**src/rtl/slice_alu.sv**
```systemverilog
module slice_alu #(
  parameter int WIDTH = 8
) (
  input  logic [WIDTH-1:0] a,
  input  logic [WIDTH-1:0] b,
  input  logic             cin,
  input  logic             mode,
  input  logic [1:0]       sel,
  output logic [WIDTH:0]   res
);

  logic [WIDTH:0] carry;

  assign carry[0] = cin;

  for (genvar i = 0; i < WIDTH; i++) begin : g_cell
    logic op_a, op_b, f_logic, f_arith;

    assign op_a    = a[i] ^ sel[0];
    assign op_b    = b[i] & sel[1];
    assign f_logic = sel[1] ? (a[i] ^ b[i] ^ sel[0]) : op_a;
    assign f_arith = op_a ^ op_b ^ carry[i];
    assign res[i]  = mode ? f_arith : f_logic;
    assign carry[i+1] = mode & ((op_a & op_b) | (carry[i] & (op_a ^ op_b)));
  end

  assign res[WIDTH] = carry[WIDTH];

endmodule

```
**config.mk**
```make
export PLATFORM = sky130hd
export DESIGN_NAME = slice_alu
export DESIGN_NICKNAME = d
export VERILOG_FILES = /design/src/rtl/slice_alu.sv
export SDC_FILE = /design/constraint.sdc
export NUM_CORES = 1
export LEC_CHECK = 0
export CELL_PAD_IN_SITES_DETAIL_PLACEMENT = 0
export CELL_PAD_IN_SITES_GLOBAL_PLACEMENT = 1
export CORE_MARGIN = 5
export CORE_UTILIZATION = 29
export DETAILED_ROUTE_END_ITERATION = 8
export GPL_TIMING_DRIVEN = 0
export PLACE_DENSITY_LB_ADDON = 0.25
export SLEW_MARGIN = 5
export SYNTH_ARGS = -nofsm -noshare
export SYNTH_HDL_FRONTEND = slang
export SYNTH_SLANG_ARGS = --single-unit
```
**constraint.sdc**
```tcl
create_clock -name vclk -period 8.06
set_input_delay 1.612 -clock vclk [all_inputs]
set_output_delay 1.612 -clock vclk [all_outputs]
set_load 0.03 [all_outputs]
```
==> results.json, run 1 <==
{
  "post-synth-top-area-cell": "fa_1",
  "pin_count": 29,
  "nClkBuffers": 0,
  "crit_type": "primary input to primary output",
  "finalNonFillerCells": 99,
  "worstMarginPinSlew_ns": 0.485,
  "synth_compound_area_share_pct": 6.39,
  "netlist_area_um2": 509,
  "power_density_nw_per_um2": 90.7,
  "antenna_found_initial": 0,
  "dp_slack_ns": -0.528,
  "synth.distinct_cells": 16,
  "fin_setup_tns_ns": 0,
  "slew_viol_final": 0,
  "cts_hold_buf": 0,
  "hp-start": "sel[1]",
  "rsz0062_at_grt": "no",
  "grt_max_degree": 11,
  "diodes": 0,
  "syn_to_final_growth_pct": 60.0,
  "timing.final.hold_violations": 0,
  "num_rows": 15,
  "cts_setup_buffers": 0,
  "slew-limit-headroom_pct": 67.7,
  "layout-drive-gt1-share_pct": 18.3,
  "synth_top_area_share_pct": 31.4,
  "die_height_um": 51.9,
  "vdd.ir_drop.worst_mv": 0.0364,
  "min_period_ns": 7.89,
  "multi_input_area_um2": 504,
  "synth_fa_ha_area_share_pct": 31.4,
  "gp_congestion": 0.691,
  "finalPower_w": 0.0000738,
  "ys_seq_area_share_pct": 0,
  "yosysWarnings": 0,
  "nets": 112,
  "dr_total_vias": 460,
  "leakage_nw": 0.318,
  "hold_path.class": "primary input to primary output",
  "regArea_um2": 0,
  "synthMuxAreaShare_pct": 11.1,
  "fillCellCount": 183,
  "drtIter0Drc": 2,
  "yosys-top-cells-area": "fa_1 31%, xor2_1 17%, and2_1 14%",
  "worstSetupStartpointType": "primary input",
  "final_area_um2": 815,
  "synthCells": 55,
  "postRouteAntennaNets": 0,
  "hold_end": "res[7]",
  "drt-total-wl_mm": 1.15,
  "grt_pass1_wl_mm": 1.90,
  "io_buffers": 27,
  "fmax_mhz": 127,
  "synth_nets": 83,
  "cp-end-kind": "primary output",
  "die_w_um": 51.9,
  "period_share_pct": 97.8,
  "worst_slack_ns": 0.174,
  "placedCellCount": 99,
  "dr.pass1.iters": 2,
  "dpl_cell_area_um2": 801,
  "grt_usage_pct": 8.82,
  "path_max_fanout": 2,
  "synth_top_family_by_area": "adder cells",
  "numSequentialCells": 0,
  "synth_simple_gate_area_share_pct": 20.9,
  "initial_core_util_pct": 30.1,
  "fp.coreArea_um2": 1690,
  "synth-xor-area-share_pct": 25.6,
  "drv_cap": 0,
  "whs_path_depth": 4,
  "wire_per_inst_um": 11.7,
  "dieArea_um2": 2690,
  "via_per_inst": 4.65,
  "synth_area_per_cell_um2": 9.26,
  "grt_pass1_vias": 426,
  "drc": 0,
  "setup_viol": 0,
  "place_hpwl_um": 993,
  "cp.required_ns": 6.45,
  "status": "finished, final reports clean",
  "crit_arrival_ns": 6.27,
  "overflow": 0
}
[report_power, final]
part	switching (W)	total (W)	internal (W)	leakage, nW
Combinational	0.0000377	0.0000738	0.0000361	0.318
Sequential	0	0	0	0
Clock	0	0	0	0
Total	0.0000377	0.0000738	0.0000361	0.318
[worst max-delay path, cell delays in order]
cell             delay (ns)
clkdlybuf4s50_1        0.40
and2_4                 0.17
fa_1                   0.34
and2_1                 0.17
fa_1                   0.34
and2_1                 0.17
fa_1                   0.34
and2_1                 0.17
fa_2                   0.32
and2_4                 0.16
fa_2                   0.31
and2_4                 0.16
fa_1                   0.36
nand2_1                0.10
fa_1                   0.41
a221oi_1               0.30
dlygate4sd2_1          0.43
[kinds of logic after synthesis]
logic type               count (synthesis)
multiplexers                             5
adder cells (fa/ha/maj)                  8
AO/OA/AOI/OAI                            5
AND/OR/NAND/NOR                         19
buffers and inverters                    4
XOR/XNOR                                14
[worst max-delay path by stage]
stage                       from     end  slack, ns  cells past startpoint
after global routing        b[0]  res[7]      0.006                     19
after floorplan           sel[0]  res[7]       0.05                     18
final                       b[0]  res[6]       0.17                     17
after CTS                   b[0]  res[7]       0.03                     19
after detailed placement    a[0]  res[7]      -0.53                     19
after global placement      a[0]  res[7]      -0.58                     19
[cell usage after synthesis, drive strengths merged]
cell and count:
nor2b 1, buf 1, fa 8, xor2 11, nand2b 1, clkbuf 3, o21ai 1, a221oi 2
and2 11, nand2 4, xnor2 3, mux2 5, a21oi 2, nor3 2
[metal layers]
metal / global-route usage [%] / share of wire (%) / vias up
li1: - / - / 236
met4: 0 / 0 / 0
met3: 1.15 / 6.8 / 0
met2: 15.7 / 49 / 12
met1: 12.0 / 44 / 212
met5: 0 / 0 / -
[through the flow]
step	hold slack, ns	util, %
floorplan	3.46	-
global placement	4.23	47.4
detailed placement	4.23	47.4
CTS	3.83	47.5
global route	3.85	48.2
finish	3.82	48.2
[layout by cell type (no fill, tap or decap)]
cell and count:
clkbuf_2 1, dlygate4sd2_1 2, fa_2 2, and2_1 8
a221oi_2 1, clkdlybuf4s50_1 24, a221oi_1 1, o21ai_0 1
nand2b_1 1, fa_1 6, nor3_1 2, buf_4 1
xor2_1 10, and2_4 3, mux2_2 5, xnor2_1 3
xor2_2 1, nand2_1 4, clkbuf_1 2, buf_6 1
nor2b_1 1, a21oi_1 2
[cell type report]
class	count	share of cell area [%]
Buffer	4	2.92
Multi-Input combinational cell	51	61.9
Tap cell	17	2.61
Timing Repair Buffer	27	32.6
[what timing repair did]
item                                   CTS  global route
pin swaps                                1             2
setup endpoints to repair                2             3
endpoints found under the hold margin    0             0
resized for setup                       10             5
cloned                                   0             0
Note: power is estimated with default switching activity, not from simulation.
==> run 2, diff against run 1 <==
Settings changed: CORE_AREA set to 5 5 42 44, CORE_MARGIN 5 to unset, CORE_UTILIZATION 29 to unset, DIE_AREA set to 0 0 47 49, DONT_BUFFER_PORTS set to 1.
==> run 2 against run 1 <==
Effect of this change:
- critical path type unchanged
- worst hold slack got worse by 0.36 ns
- utilization fell by 8.8 points
- via count is 20% lower
- first-iteration DRC count increased by 100%
- final area is 32% lower
- flip-flop and latch count did not move
- fmax rose by 0.32%
- die area down 15%
- global-route usage increased by 0.16 points
- routed wire length shrank 12%
- sequential share of layout area unchanged
==> results.json, run 2 (synthesized netlist as in run 1, its figures left out) <==
{
  "worstSetupStartpointType": "primary input",
  "cp.required_ns": 6.45,
  "power_density_nw_per_um2": 96.0,
  "placedCellCount": 71,
  "cpMostUsedCell": "fa_1",
  "worstMarginPinSlew_ns": 0.913,
  "startpoint": "sel[1]",
  "die_height_um": 49,
  "finalNonFillerCells": 71,
  "crit_chain": "clkbuf_2, and2_1, fa_1, and2_1, fa_1, and2_1, fa_1, and2_1, fa_1, and2_1, fa_1, and2_1, fa_1, nand2_1, fa_1, nand2b_1, fa_1, a221oi_4",
  "regArea_um2": 0,
  "grt_usage_pct": 8.99,
  "cts_setup_buffers": 0,
  "dr.pass1.iters": 2,
  "gp_congestion": 0.698,
  "crit_type": "primary input to primary output",
  "nClkBuffers": 0,
  "drt-total-wl_mm": 1.01,
  "grt_max_degree": 11,
  "status": "finished, final reports clean",
  "numSequentialCells": 0,
  "initial_core_util_pct": 36.3,
  "drv_cap": 0,
  "postRouteAntennaNets": 0,
  "crit_buf_inv": 1,
  "layout-drive-gt1-share_pct": 18.2,
  "syn_to_final_growth_pct": 8.60,
  "overflow": 0,
  "leakage_nw": 0.212,
  "min_period_ns": 7.86,
  "grt_pass1_wl_mm": 1.64,
  "dr_total_vias": 367,
  "drtIter0Drc": 4,
  "cp-end-kind": "primary output",
  "slew-limit-headroom_pct": 38.5,
  "pin_count": 29,
  "fillCellCount": 161,
  "slew_viol_final": 0,
  "path_max_fanout": 10,
  "vdd.ir_drop.worst_mv": 0.0354,
  "dieArea_um2": 2300,
  "place_hpwl_um": 842,
  "diodes": 0,
  "wire_per_inst_um": 14.3,
  "crit_arrival_ns": 6.25,
  "cp_slowest_cell": "a221oi_4",
  "final_area_um2": 553,
  "nets": 85,
  "most-common-layout-cells": "11 x and2_1, 10 x xor2_1, 8 x fa_1, 5 x mux2_2, 4 x nand2_1",
  "final_core_util_pct": 39.5,
  "num_rows": 14,
  "antenna_found_initial": 0,
  "cp_top_family": "adder cells",
  "cts_hold_buf": 0,
  "io_buffers": 0,
  "rsz0062_at_grt": "yes",
  "dp_slack_ns": -0.208,
  "timing.final.hold_violations": 0,
  "die_w_um": 47,
  "final_common_cell": "and2_1",
  "hp-start": "mode",
  "worst_slack_ns": 0.199,
  "hold_path.class": "primary input to primary output",
  "dpl_cell_area_um2": 529,
  "setup_viol": 0,
  "period_share_pct": 97.5,
  "grt_pass1_vias": 399,
  "fp.coreArea_um2": 1400,
  "via_per_inst": 5.17,
  "drc": 0,
  "fin_setup_tns_ns": 0,
  "critPathMaxStageDelay_ns": 0.47,
  "fmax_mhz": 127
}
## run 2: layout make-up
cell class,instances,area (um^2),area share (%)
multi-input combinational,51,509,92.1
buffer,4,23.8,4.30
tap,16,20.0,3.62
## run 2: metal layers
metal | vias up | routed length, um | GRT usage (%) | share of wire [%]
met5 | - | 0 | 0 | 0
met1 | 175 | 420 | 10.7 | 42
li1 | 179 | - | - | -
met3 | 0 | 76 | 1.11 | 7.5
met4 | 0 | 0 | 0 | 0
met2 | 13 | 515 | 17.2 | 51
## run 2: power breakdown
group | switching, W | internal, W | leakage, nW | total (W)
clock network | 0 | 0 | 0 | 0
registers | 0 | 0 | 0 | 0
logic | 0.0000350 | 0.0000181 | 0.212 | 0.0000531
total | 0.0000350 | 0.0000181 | 0.212 | 0.0000531
## run 2: per-stage QoR
step	hold WS [ns]	power (W)
floorplan	3.46	0.0000449
global placement	3.46	0.0000494
detailed placement	3.46	0.0000504
CTS	3.46	0.0000516
global route	3.47	0.0000584
finish	3.46	0.0000531
## run 2: repair_timing
| item | 4_1_cts | 5_1_grt |
|---|---|---|
| endpoints found under the setup margin | 1 | 2 |
| pin swaps | 0 | 1 |
| gates resized for setup | 1 | 2 |
## run 2: worst paths after layout
check,cells past startpoint,slack (ns),end
setup / recovery,18,0.20,res[7]
hold / removal,1,3.46,res[5]
